==> src/rtl/dlr_pkg.sv <==
package dlr_pkg;
  typedef enum logic [1:0] {
    ST_IDLE,
    ST_DIV,
    ST_DRAW
  } dlr_state_e;
endpackage

==> src/rtl/dlr_setup.sv <==
module dlr_setup #(
  parameter int W = 16
) (
  input  logic [W-1:0] dx_i,
  input  logic [W-1:0] dy_i,
  input  logic [W-1:0] org_x_i,
  input  logic [W-1:0] org_y_i,
  output logic         major_x_o,
  output logic         opp_o,
  output logic         zero_o,
  output logic [W-1:0] maj_len_o,
  output logic [W-1:0] mnr_len_o,
  output logic [W-1:0] base_x_o,
  output logic [W-1:0] base_y_o,
  output logic [W-1:0] end_x_o,
  output logic [W-1:0] end_y_o
);
  logic [1:0][W-1:0] disp;
  logic [1:0][W-1:0] mag;
  logic [1:0]        neg;
  logic              min_neg;

  assign disp[0] = dx_i;
  assign disp[1] = dy_i;

  for (genvar a = 0; a < 2; a++) begin : g_axis
    assign neg[a] = disp[a][W-1];
    assign mag[a] = neg[a] ? ({W{1'b0}} - disp[a]) : disp[a];
  end

  assign major_x_o = mag[0] > mag[1];
  assign maj_len_o = major_x_o ? mag[0] : mag[1];
  assign mnr_len_o = major_x_o ? mag[1] : mag[0];
  assign min_neg   = major_x_o ? neg[1] : neg[0];
  assign opp_o     = neg[0] ^ neg[1];
  assign zero_o    = (dx_i == '0) && (dy_i == '0);
  assign end_x_o   = org_x_i + dx_i;
  assign end_y_o   = org_y_i + dy_i;
  // negative minor: start from the far end so minor offsets stay positive
  assign base_x_o  = min_neg ? end_x_o : org_x_i;
  assign base_y_o  = min_neg ? end_y_o : org_y_i;
endmodule

==> src/rtl/dlr_div.sv <==
module dlr_div #(
  parameter int W = 16
) (
  input  logic         clk_i,
  input  logic         rst_ni,
  input  logic         start_i,
  input  logic [W-1:0] num_i,   // dividend is num_i * 2^W
  input  logic [W-1:0] den_i,
  output logic [W-1:0] quot_o,
  output logic         done_o
);
  localparam int CNT_W = (W > 2) ? $clog2(W) : 1;
  localparam logic [CNT_W-1:0] LAST = CNT_W'(W - 1);

  logic [W-1:0]     rem_q;
  logic [W-1:0]     den_q;
  logic [W-1:0]     quo_q;
  logic [CNT_W-1:0] cnt_q;
  logic             run_q;
  logic             done_q;
  logic [W:0]       rem_sh;
  logic             fits;

  assign rem_sh = {rem_q, 1'b0};
  assign fits   = rem_sh >= {1'b0, den_q};

  always_ff @(posedge clk_i or negedge rst_ni) begin
    if (!rst_ni) begin
      rem_q  <= '0;
      den_q  <= '0;
      quo_q  <= '0;
      cnt_q  <= '0;
      run_q  <= 1'b0;
      done_q <= 1'b0;
    end else begin
      done_q <= 1'b0;
      if (start_i) begin
        den_q <= den_i;
        cnt_q <= '0;
        if (num_i >= den_i) begin
          quo_q  <= '1;           // quotient would not fit: saturate
          run_q  <= 1'b0;
          done_q <= 1'b1;
        end else begin
          rem_q <= num_i;
          quo_q <= '0;
          run_q <= 1'b1;
        end
      end else if (run_q) begin
        rem_q <= fits ? W'(rem_sh - {1'b0, den_q}) : W'(rem_sh);
        quo_q <= {quo_q[W-2:0], fits};
        cnt_q <= cnt_q + 1'b1;
        if (cnt_q == LAST) begin
          run_q  <= 1'b0;
          done_q <= 1'b1;
        end
      end
    end
  end

  assign quot_o = quo_q;
  assign done_o = done_q;
endmodule

==> src/rtl/dlr_step.sv <==
module dlr_step #(
  parameter int W = 16
) (
  input  logic [W-1:0] grad_i,
  input  logic [W-1:0] idx_i,
  input  logic         opp_i,
  output logic [W-1:0] maj_off_o,
  output logic [W-1:0] min_off_o
);
  logic [2*W-1:0] prod;

  assign prod      = {{W{1'b0}}, grad_i} * {{W{1'b0}}, idx_i};
  assign min_off_o = W'(prod >> W);
  assign maj_off_o = opp_i ? ~idx_i : idx_i;
endmodule

==> src/rtl/div_line_raster.sv <==
module div_line_raster
  import dlr_pkg::*;
#(
  parameter int W  = 16,
  parameter int CW = 8
) (
  input  logic          clk_i,
  input  logic          rst_ni,
  input  logic          cmd_valid_i,
  output logic          cmd_ready_o,
  input  logic [CW-1:0] cmd_colour_i,
  input  logic [W-1:0]  cmd_dx_i,
  input  logic [W-1:0]  cmd_dy_i,
  output logic          pix_valid_o,
  input  logic          pix_ready_i,
  output logic [W-1:0]  pix_x_o,
  output logic [W-1:0]  pix_y_o,
  output logic [CW-1:0] pix_colour_o,
  output logic          busy_o,
  output logic [W-1:0]  org_x_o,
  output logic [W-1:0]  org_y_o
);
  dlr_state_e state_q;

  logic [W-1:0]  org_x_q, org_y_q;
  logic [W-1:0]  base_x_q, base_y_q;
  logic [W-1:0]  end_x_q, end_y_q;
  logic [W-1:0]  len_q, grad_q, idx_q;
  logic [CW-1:0] col_q;
  logic          majx_q, opp_q;

  logic          s_majx, s_opp, s_zero;
  logic [W-1:0]  s_maj, s_mnr, s_bx, s_by, s_ex, s_ey;
  logic [W-1:0]  div_q;
  logic          div_done;
  logic [W-1:0]  maj_off, min_off;
  logic          accept, start, fire, last;

  dlr_setup #(.W(W)) u_setup (
    .dx_i      (cmd_dx_i),
    .dy_i      (cmd_dy_i),
    .org_x_i   (org_x_q),
    .org_y_i   (org_y_q),
    .major_x_o (s_majx),
    .opp_o     (s_opp),
    .zero_o    (s_zero),
    .maj_len_o (s_maj),
    .mnr_len_o (s_mnr),
    .base_x_o  (s_bx),
    .base_y_o  (s_by),
    .end_x_o   (s_ex),
    .end_y_o   (s_ey)
  );

  assign accept = cmd_valid_i && cmd_ready_o;
  assign start  = accept && !s_zero;

  dlr_div #(.W(W)) u_div (
    .clk_i   (clk_i),
    .rst_ni  (rst_ni),
    .start_i (start),
    .num_i   (s_mnr),
    .den_i   (s_maj),
    .quot_o  (div_q),
    .done_o  (div_done)
  );

  dlr_step #(.W(W)) u_step (
    .grad_i    (grad_q),
    .idx_i     (idx_q),
    .opp_i     (opp_q),
    .maj_off_o (maj_off),
    .min_off_o (min_off)
  );

  assign fire = pix_valid_o && pix_ready_i;
  assign last = idx_q == (len_q - 1'b1);

  always_ff @(posedge clk_i or negedge rst_ni) begin
    if (!rst_ni) begin
      state_q  <= ST_IDLE;
      org_x_q  <= '0;
      org_y_q  <= '0;
      base_x_q <= '0;
      base_y_q <= '0;
      end_x_q  <= '0;
      end_y_q  <= '0;
      len_q    <= '0;
      grad_q   <= '0;
      idx_q    <= '0;
      col_q    <= '0;
      majx_q   <= 1'b0;
      opp_q    <= 1'b0;
    end else begin
      unique case (state_q)
        ST_IDLE: begin
          if (start) begin
            base_x_q <= s_bx;
            base_y_q <= s_by;
            end_x_q  <= s_ex;
            end_y_q  <= s_ey;
            len_q    <= s_maj;
            col_q    <= cmd_colour_i;
            majx_q   <= s_majx;
            opp_q    <= s_opp;
            state_q  <= ST_DIV;
          end
        end
        ST_DIV: begin
          if (div_done) begin
            grad_q  <= div_q;
            idx_q   <= '0;
            state_q <= ST_DRAW;
          end
        end
        ST_DRAW: begin
          if (fire) begin
            if (last) begin
              org_x_q <= end_x_q;
              org_y_q <= end_y_q;
              state_q <= ST_IDLE;
            end else begin
              idx_q <= idx_q + 1'b1;
            end
          end
        end
        default: state_q <= ST_IDLE;
      endcase
    end
  end

  assign cmd_ready_o  = state_q == ST_IDLE;
  assign busy_o       = state_q != ST_IDLE;
  assign pix_valid_o  = state_q == ST_DRAW;
  assign pix_x_o      = base_x_q + (majx_q ? maj_off : min_off);
  assign pix_y_o      = base_y_q + (majx_q ? min_off : maj_off);
  assign pix_colour_o = col_q;
  assign org_x_o      = org_x_q;
  assign org_y_o      = org_y_q;
endmodule

==> config.mk <==
export PLATFORM = sky130hd
export DESIGN_NAME = div_line_raster
export DESIGN_NICKNAME = d
export VERILOG_FILES = /design/src/rtl/dlr_pkg.sv /design/src/rtl/dlr_setup.sv /design/src/rtl/dlr_div.sv /design/src/rtl/dlr_step.sv /design/src/rtl/div_line_raster.sv
export SDC_FILE = /design/constraint.sdc
export NUM_CORES = 1
export LEC_CHECK = 0
export ABC_AREA = 1
export BUFFER_PORTS_ARGS = -buffer_cell sky130_fd_sc_hd__buf_2
export CAP_MARGIN = 20
export CORE_ASPECT_RATIO = 0.7
export CORE_MARGIN = 2
export CORE_UTILIZATION = 30
export DETAILED_ROUTE_END_ITERATION = 12
export SETUP_SLACK_MARGIN = 0.3
export SYNTH_ARGS = -nofsm -noshare
export SYNTH_HDL_FRONTEND = slang
export SYNTH_SLANG_ARGS = --single-unit
==> constraint.sdc <==
create_clock -name clk_i -period 14.5 [get_ports clk_i]
set_input_delay 4.35 -clock clk_i [delete_from_list [all_inputs] [get_ports clk_i]]
set_output_delay 4.35 -clock clk_i [all_outputs]
set_load 0.005 [all_outputs]
Word-level counts from Yosys, hierarchy flattened
Cells that the tools add are included.
- output and inout bits: 75
- input port bits: 44
- bits in registers: 210
- mux-type cells: 36
- $mul: 1
- eq/ne operators: 10
- $lt $le $gt $ge: 3
- $add $sub $neg: 10
- bitwise logic cells: 2
- reduce and logical (&&, ||, !) cells: 17
- operators with widths (operator ; number):
    16-bit two-way mux ; 19
    16-bit adder ; 4
    16-bit logical NOT ; 2
    16-bit by 16-bit multiplier with 32-bit output ; 1
    16-bit case mux with 2 select lines ; 1
    1-bit by 16-bit subtractor with 16-bit output (first input constant) ; 2
    17-bit by 16-bit >= comparator with 1-bit output ; 1
    16-bit by 1-bit adder with 16-bit output (second input constant) ; 1
    16-bit equality test ; 1
    16-bit >= comparator ; 1
    16-bit greater-than comparator ; 1
    16-bit NOT ; 1
    16-bit by 1-bit subtractor with 16-bit output (second input constant) ; 1
    16-bit subtractor ; 1
    1-bit two-way mux ; 9
    2-bit two-way mux ; 4
    4-bit two-way mux ; 2
    2-bit by 1-bit != test with 1-bit output (second input constant) ; 4
    4-bit AND reduction ; 2
    2-bit case mux with 3 select lines ; 1
    2-bit AND reduction ; 3
    2-bit nonzero test ; 3
    4-bit by 1-bit adder with 4-bit output (second input constant) ; 1
    4-bit equality test (second input constant) ; 1
    other kinds (8) ; 12

Depth between registers and ports, before layout
Gate-level depths: netlist of run 1.
- depth in word-level cells: 7
- mapped depth: 39

By module
From an unflattened synthesis of run 1, not the netlist that was laid out.
- cell total of the unflattened synthesis: 3653
- area total of the unflattened synthesis: 25793.5 um2
- by module, submodules not included (module ; seq. area each (um2) ; instances ; cells an instance ; area each (um2)):
    dlr_step ; 0.0 ; 1 ; 1268 ; 9058.7
    div_line_raster ; 3903.7 ; 1 ; 1095 ; 8917.3
    dlr_div ; 1351.3 ; 1 ; 572 ; 4025.1
    dlr_setup ; 0.0 ; 1 ; 718 ; 3792.4

Worst setup path before layout of run 1
Ideal clock, no wire load.
- path kind: register to output
- start point: register idx_q[12]
- end point: output pix_y_o[14]
- cell stages (with the launch flop): 36
- arrival: 7426 ps
- buffers on the path: 2
- setup slack: 2724 ps
- path through: dfrtp_1 buf_1 clkbuf_1 nand2_1 fa_1 inv_1 fa_1 fa_1 fa_1 fa_1 inv_1 fa_1 inv_1 ha_1 a21oi_1 inv_1 nor2_1 inv_1 a21oi_1 inv_1 or2_2 nand3_1 o21ai_0 ha_1 nand2_1 o21ai_0 nand2_1 nand2_1 a21oi_1 o21ai_0 a21boi_0 o21ai_0 a21oi_1 nor2_1 nor2_1 xnor2_1
- word-level cells in the longest chain between the ends: 4
- elaborated cells on any way between the ends: 5
- classes of those cells: add/sub (1); mul (1); mux (2); bitwise (1)
- RTL lines (element ; line ; text):
    from (decl) ; div_line_raster.sv:28 ; logic [W-1:0] len_q, grad_q, idx_q;
    from (signal assigned) ; div_line_raster.sv:123 ; idx_q <= idx_q + 1'b1;
    branches (longest 2 deep; another with 16-bit by 16-bit multiplier with 32-bit output) ; -- ;
    16-bit two-way mux (*) ; div_line_raster.sv:136 ; assign pix_y_o = base_y_q + (majx_q ? min_off : maj_off);
    16-bit adder (*) ; div_line_raster.sv:136 ;
    to (decl) ; div_line_raster.sv:17 ; output logic [W-1:0] pix_y_o,
Every way passes the cells marked *.

Worst setup path in the final report of run 1
- start point: register idx_q[1]
- end point: output pix_y_o[14]
Same word-level chain as after synthesis.

==> results of run 1 <==
layout by cell type, fill, tap and decap left out, drive strengths merged, types with 2 or more instances in the layout:
cell / synthesis / layout
or2: 30 / 30
buf: 38 / 143
xnor2: 50 / 50
nor4: 7 / 7
a21oi: 113 / 113
nand3: 111 / 111
nand4: 27 / 27
nor3: 20 / 20
inv: 561 / 560
o21ai: 275 / 275
a21o: 9 / 9
a211oi: 8 / 8
nor2: 108 / 108
and2: 4 / 4
a31oi: 8 / 8
fa: 198 / 198
clkinvlp: 0 / 2
nand3b: 9 / 9
clkbuf: 98 / 30
xor2: 94 / 94
a21boi: 11 / 11
o211ai: 43 / 43
o2111ai: 2 / 2
a221oi: 2 / 2
nand2: 885 / 885
clkinv: 0 / 5
o21bai: 3 / 3
mux2: 2 / 2
ha: 200 / 200
o22ai: 3 / 3
dfrtp: 210 / 210
layer usage:
layer | vias up | wire (um) | GRT usage, %
met4 | 0 | 672 | 1.90
met5 | - | 0 | 0
met1 | 9484 | 35900 | 28.4
met2 | 640 | 26500 | 23.8
met3 | 44 | 5870 | 3.70
li1 | 9825 | - | -
metrics by stage:
stage | area, um^2 | util, % | hold WS, ns | setup slack [ns] | total power (W)
after floorplan | 23400 | - | 0.445 | 2.72 | 0.00222
after global placement | 24900 | 32.3 | 0.458 | 1.84 | 0.00281
after detailed placement | 24900 | 32.3 | 0.466 | 1.73 | 0.00282
after CTS | 25500 | 33.2 | 0.479 | 1.05 | 0.00340
after global routing | 25600 | 33.2 | 0.499 | 0.371 | 0.00370
final | 25600 | 33.2 | 0.479 | 0.968 | 0.00341
logic make-up after synthesis:
kind of cell / Yosys count / share of synthesized area (%)
AO/OA/AOI/OAI: 482 / 11.4
XOR/XNOR: 144 / 5.40
adder cells (fa/ha/maj): 398 / 27.7
buffers and inverters: 697 / 11.6
flip-flops: 210 / 22.5
multiplexers: 2 / 0.0964
AND/OR/NAND/NOR: 1201 / 21.3
worst register-to-register path, stage by stage (launching register included):
cell and delay, ns:
dfrtp_1 0.40, nor2_1 0.27, inv_1 0.09, nor2_1 0.28
nand2_4 0.46, clkinv_2 0.71, buf_4 0.72, nand3_4 0.36
nand2_4 0.34, nand2_1 0.10, nand2_1 0.07
state kept, by name, indices dropped and copies added (netlist names):
signal        flops
base_y_q         16
end_y_q          16
org_y_o          16
pix_colour_o      8
base_x_q         16
idx_q            16
opp_q             1
u_div.rem_q      16
u_div.done_o      1
u_div.cnt_q       4
majx_q            1
end_x_q          16
u_div.den_q      16
grad_q           16
len_q            16
state_q           2
u_div.quot_o     16
u_div.run_q       1
org_x_o          16
worst paths after layout:
check	depth (start not counted)	end
min	2	pix_colour_o[3]
max reg2reg	10	u_div.rem_q[5]
min in group asynchronous	1	org_y_o[6]
min reg2reg	2	pix_colour_o[3]
max in group asynchronous	3	u_div.quot_o[3]
max	32	pix_y_o[14]
power groups by stage:
stage                     combinational (W)  clock (W)  sequential [W]
after global placement              0.00179          0         0.00102
final                               0.00183   0.000562         0.00102
after global routing                0.00206   0.000598         0.00104
after CTS                           0.00181   0.000576         0.00102
after floorplan                     0.00132          0        0.000900
after detailed placement            0.00180          0         0.00102
layout make-up:
| cell class | instances | area (um^2) | share of cell area [%] |
|---|---|---|---|
| clock buffer | 30 | 612 | 2.39 |
| timing repair buffer | 143 | 803 | 3.14 |
| clock inverter | 7 | 68.8 | 0.269 |
| sequential | 210 | 5260 | 20.6 |
| inverter | 561 | 2110 | 8.24 |
| tap | 1044 | 1310 | 5.11 |
| multi-input combinational | 2227 | 15400 | 60.3 |
==> summary.md, run 1 <==
| Metric | Value |
|---|---|
| Quantity of I/O buffers inserted on ports | 118 |
| Cts repair resizes | 0 |
| Asr flop ratio synth | 100% |
| Fin crit share | ~93% |
| Worst Setup End Kind | primary output |
| Area of the core | 0.0770 mm^2 |
| Die Area | 0.0801 mm^2 |
| # rows | 85 |
| DR vias/cell | 4.74 |
| Setup bufs post-CTS | 0 |
| Drt pass-1 iters | 6 |
| H-tree Lvls | 1 |
| Clk buf depth | 3 |
| Gp weighted congestion | slightly above 0.9 |
| Detail Route Antenna Nets | 0 |
| Pint | 0.00177 W |
| DRC Markers | 0 |
| Distinct cell type count after synthesis | approximately 50 |
| Cell area power density | between 100 and 150 mW/mm^2 |
| Clk_lat worst skew | 0.53 ns |
| Syn Std Cell Area | 0.0234 mm^2 |
| WL final | a little under 70 mm |
| Final-report hold violation count | 0 |
| Share of layout cells above drive strength 1 | 7.52% |
| Global-route wire length before repair | between 100 and 150 mm |
| MaxCap Viol Count | 0 |
| Sequential power share | between 20 and 30% |
| DP HPWL | approximately 53 mm |
| # hold bufs at CTS | 0 |
| Hold Crit Class | reg2reg |
| Slowest CP cell | dfrtp_1 |
| Diode count | 0 |
| Worst R2R Start | state_q[1] |
| RSZ-0062 raised after global routing | false |
| Root Buffer | clkbuf_16 |
| Number of synthesized flops with an enable pin | 0 |
| Crit path top cell by count | fa_1 |
| Prevailing post-synth register cell | dfrtp_1 |
| Top Family by Delay on Critical Path | adder cells |
| CTS tree | built |
| Minimum clock period | around 14 ns |
| Total track usage | between 10% and 20% |
| Final Non-Filler Cells | 4,222 |
| Syn Inst Count | 3,134 |
| Critical path class | reg2out |
| I/O pin count | 119 |
| Dominant cell type by area after synthesis | dfrtp_1 |
| Crit path required time | 10.15 ns |
| WP buf/inv | 5 |
| CP max FO | 22 |
| Setup TNS | 0 ns |
| Crit path launch type | flop |
| Crit path launch | idx_q[1] |
| Maximum vdd ir drop | 0.167 mV |
| Rel. slew slack | 30.4% |
| Clock-pin slew on the worst setup and hold paths | 0.07 ns |
| DR iter-0 viols | 1,602 |
| Comb pwr share | 53.6% |
| Final slew viol count | 0 |
| Routed length per instance | 16.3 um |
| Syn_nets | 3,576 |
| Max Clk Rate | ~74 MHz |
| R2r setup slk | 10.63 ns |
| Status | finished clean |
| Initial antenna violation count | 0 |
| Die X | 337 um |
| GRT overflow | 0 |
| CTS Buf Count | 22 |
| Hold_sp | pix_colour_o[3] |
| Net load switching power | 0.00163 W |
| Area added between synthesis and finish | 9.50% |
| Via count | about 20k |
| Die height | ~240 um |
| Most frequent cell after synthesis | nand2_1 |
| Nets | ~3.6k |
| Switch share | between 40% and 50% |
| Top cell type's share of synthesized area | 22.5% |
| Area contributors post-synth | dfrtp_1 23%, fa_1 17%, nand2_1 14% |
| Worst stage delay on the critical path | 0.98 ns |
| Final setup skew | 0.0218 ns |
| Flop and latch count out of synthesis | 210 |
| Commonest cells post-synth | 873 x nand2_1, 557 x inv_1, 239 x o21ai_0 |
| Inst Count DP | approximately 4.2k |
| LEAKAGE | 13.8 nW |
| Average size of a mapped cell | ~7.5 um^2 |
| Vias in the first global route | between 15k and 20k |
| Fillers | 8,280 |
| Ys Warns | 0 |
| Seq/Total Area, Yosys | 22.5% |
| Effective utilization at floorplan | 30.3% |
| Final setup fails | 0 |
| Pin slew with the least headroom to its limit | 1.04 ns |
| Clock Power Share | 16.5% |
| Largest net degree at the start of global routing | 86 |
| Data arrival, critical path | 9.18 ns |
| CTS sink count | 210 |
(Power assumes the default switching activity.)
==> run 2: changes to the inputs <==
--- a/config.mk
+++ b/config.mk
@@ -5,9 +5,8 @@
 export SDC_FILE = /design/constraint.sdc
 export NUM_CORES = 1
 export LEC_CHECK = 0
-export ABC_AREA = 1
 export BUFFER_PORTS_ARGS = -buffer_cell sky130_fd_sc_hd__buf_2
-export CAP_MARGIN = 20
+export CAP_MARGIN = 0
 export CORE_ASPECT_RATIO = 0.7
 export CORE_MARGIN = 2
 export CORE_UTILIZATION = 30
==> constraint.sdc (replaced) <==
create_clock -name clk_i -period 16.35 [get_ports clk_i]
set_input_delay 4.905 -clock clk_i [delete_from_list [all_inputs] [get_ports clk_i]]
set_output_delay 4.905 -clock clk_i [all_outputs]
set_load 0.005 [all_outputs]
==> run 2 against run 1 <==
Wire length fell by 9.4%; power fell by 6.7%; sequential share of layout area rose by 0.49 points; setup slack improved by 0.72 ns; sequential power fell by 9.6%.
==> summary.md, run 2 <==
| Metric | Value |
|---|---|
| Status | finished clean |
| DR vias/cell | 4.97 |
| Met3 wire length | 4.52 mm |
| Global-route wire length before repair | 102 mm |
| Final setup skew | 0.0112 ns |
| H-tree Lvls | 1 |
| Prevailing post-synth register cell | dfrtp_1 |
| Number of synthesized flops with an enable pin | 0 |
| Hold Slack | roughly 0.47 ns |
| CP max FO | 24 |
| Gp weighted congestion | 0.898 |
| Data arrival, critical path | 9.76 ns |
| # rows | 84 |
| Worst hold path depth | 2 |
| Effective utilization at floorplan | 30.3% |
| Detail Route Antenna Nets | 0 |
| Seq/Total Area, Yosys | 23.1% |
| Dominant cell type by area after synthesis | dfrtp_1 |
| DP HPWL | 47.7 mm |
| Final-report hold violation count | 0 |
| Quantity of I/O buffers inserted on ports | 118 |
| Worst Setup End Kind | primary output |
| Metal2 WL | 24.9 mm |
| GRT overflow | 0 |
| Leading cell type in the layout, fill and taps excluded | nand2_1 |
| Root Buffer | clkbuf_16 |
| Distinct cell type count after synthesis | 84 |
| Die X | 333 um |
| Crit path top cell by count | fa_1 |
| CTS tree | built |
| Via count | between 15k and 20k |
| Setup TNS | 0 ns |
| Asr flop ratio synth | 100% |
| Flop and latch count out of synthesis | 210 |
| Area contributors post-synth | dfrtp_1 23%, fa_1 17%, ha_1 11% |
| MaxCap Viol Count | 0 |
| Nets | 3,070 |
| Worst stage delay on the critical path | 0.97 ns |
| Drt pass-1 iters | 6 |
| # hold bufs at CTS | 0 |
| Average size of a mapped cell | about 8.7 um^2 |
| Slowest CP cell | dfrtp_1 |
| Max Clk Rate | 68.2 MHz |
| Commonest cells post-synth | 445 x nand2_1, 288 x inv_1, 210 x dfrtp_1 |
| Final slew viol count | 0 |
| Cell area power density | 127 mW/mm^2 |
| Top cell type's share of synthesized area | between 20 and 25% |
| Hold Crit Class | reg2reg |
| Die height | ~230 um |
| Routed length per instance | around 17 um |
| Syn Inst Count | between 2k and 3k |
| Clock-pin slew on the worst setup and hold paths | 0.06 ns |
| Setup bufs post-CTS | 0 |
| Cts repair resizes | 0 |
| Area of the core | 0.0750 mm^2 |
| Critical path class | reg2out |
| Pin slew with the least headroom to its limit | 1.17 ns |
| Crit path required time | about 11 ns |
| Syn_nets | 3,044 |
| Diode count | 0 |
| Total track usage | 16.3% |
| CTS Buf Count | 22 |
| Largest net degree at the start of global routing | ~90 |
| Final setup fails | 0 |
| Clk_lat worst skew | 0.53 ns |
| Syn Std Cell Area | 0.0227 mm^2 |
| Die Area | slightly below 0.08 mm^2 |
| RSZ-0062 raised after global routing | false |
| Register area | 0.00526 mm^2 |
| Most frequent cell after synthesis | nand2_1 |
| Initial antenna violation count | 3 |
| Share of layout cells above drive strength 1 | 9.72% |
| I/O pin count | 119 |
| Multi-input gate area | 0.0159 mm^2 |
| CTS sink count | 210 |
| LEAKAGE | approximately 12 nW |
| DR iter-0 viols | between 1.5k and 2k |
| Crit path launch type | flop |
| Commonest non-fill, non-tap cells in the layout | 445 x nand2_1, 288 x inv_1, 210 x dfrtp_1 |
| WL final | 62.5 mm |
| Worst reg2reg path depth | 8 |
| Metal1 wirelength | approximately 32 mm |
| DR top layer | met4 |
| Vias in the first global route | 17.5k |
| Minimum clock period | roughly 15 ns |
| Fin crit share | 89.7% |
| Ys Warns | 0 |
| Area added between synthesis and finish | 9.96% |
| Rel. slew slack | between 20 and 25% |
| DRC Markers | 0 |
| Fillers | 7,871 |
| Maximum vdd ir drop | approximately 0.14 mV |
| Clk buf depth | 3 |
[run 2: area by class of cell]
type	instances	share of cell area [%]
sequential	210	21.0
tap	989	4.95
timing repair buffer	136	2.95
inverter	289	4.34
multi-input combinational	1969	63.6
clock buffer	29	2.59
clock inverter	11	0.556
[run 2: cell families (layout without fill, tap and decap cells)]
kind of cell,after synthesis,count (layout),synth area share [%]
adders and majority gates,398,398,28.5
buffers and inverters,423,465,7.11
muxes,97,97,4.65
DFF,210,210,23.1
and+or+nand+nor,883,883,18.2
xor gates and xnor gates,154,154,6.04
AOI/OAI and AO/OA,437,437,12.4
[run 2: stage by stage]
stage	total power (W)	cell area (um^2)	instances	utilization [%]	setup slack, ns
final	0.00318	25000	3633	33.3	1.68
after global routing	0.00344	25000	3633	33.3	0.790
after floorplan	0.00206	22700	2602	-	3.55
after global placement	0.00259	24200	3593	32.2	2.38
after CTS	0.00318	25000	3633	33.3	1.66
after detailed placement	0.00261	24200	3593	32.2	2.20
[run 2: report_power, final]
| part | leakage, nW | switching [W] | internal, W |
|---|---|---|---|
| Clock | 0.387 | 0.000230 | 0.000328 |
| Sequential | 2.67 | 0.000210 | 0.000712 |
| Combinational | 9.26 | 0.000993 | 0.000705 |
[run 2: worst paths after layout]
check,startpoint,end,slack (ns)
max,idx_q[7],pix_x_o[15],1.68
min,pix_colour_o[6],pix_colour_o[6],0.47
max reg2reg,len_q[4],org_x_o[9],11.71
min reg2reg,pix_colour_o[6],pix_colour_o[6],0.47
max in group asynchronous,rst_ni,u_div.quot_o[3],9.85
min in group asynchronous,rst_ni,end_y_q[4],4.38
[run 2: worst max-delay path, delay by kind of cell (launching register included)]
| family | cells | cell delay [ns] |
|---|---|---|
| fa+ha+maj | 8 | 3.78 |
| simple gates | 6 | 0.90 |
| compound gates | 11 | 2.82 |
| flops | 1 | 0.97 |
| xor+xnor | 2 | 0.45 |
| buf+inv | 4 | 0.30 |
[run 2: metal layers]
metal,vias to the layer above,global-route usage [%]
met5,-,0
met4,0,2.25
met3,50,3.23
met2,492,23.3
met1,8841,25.6
li1,8661,-
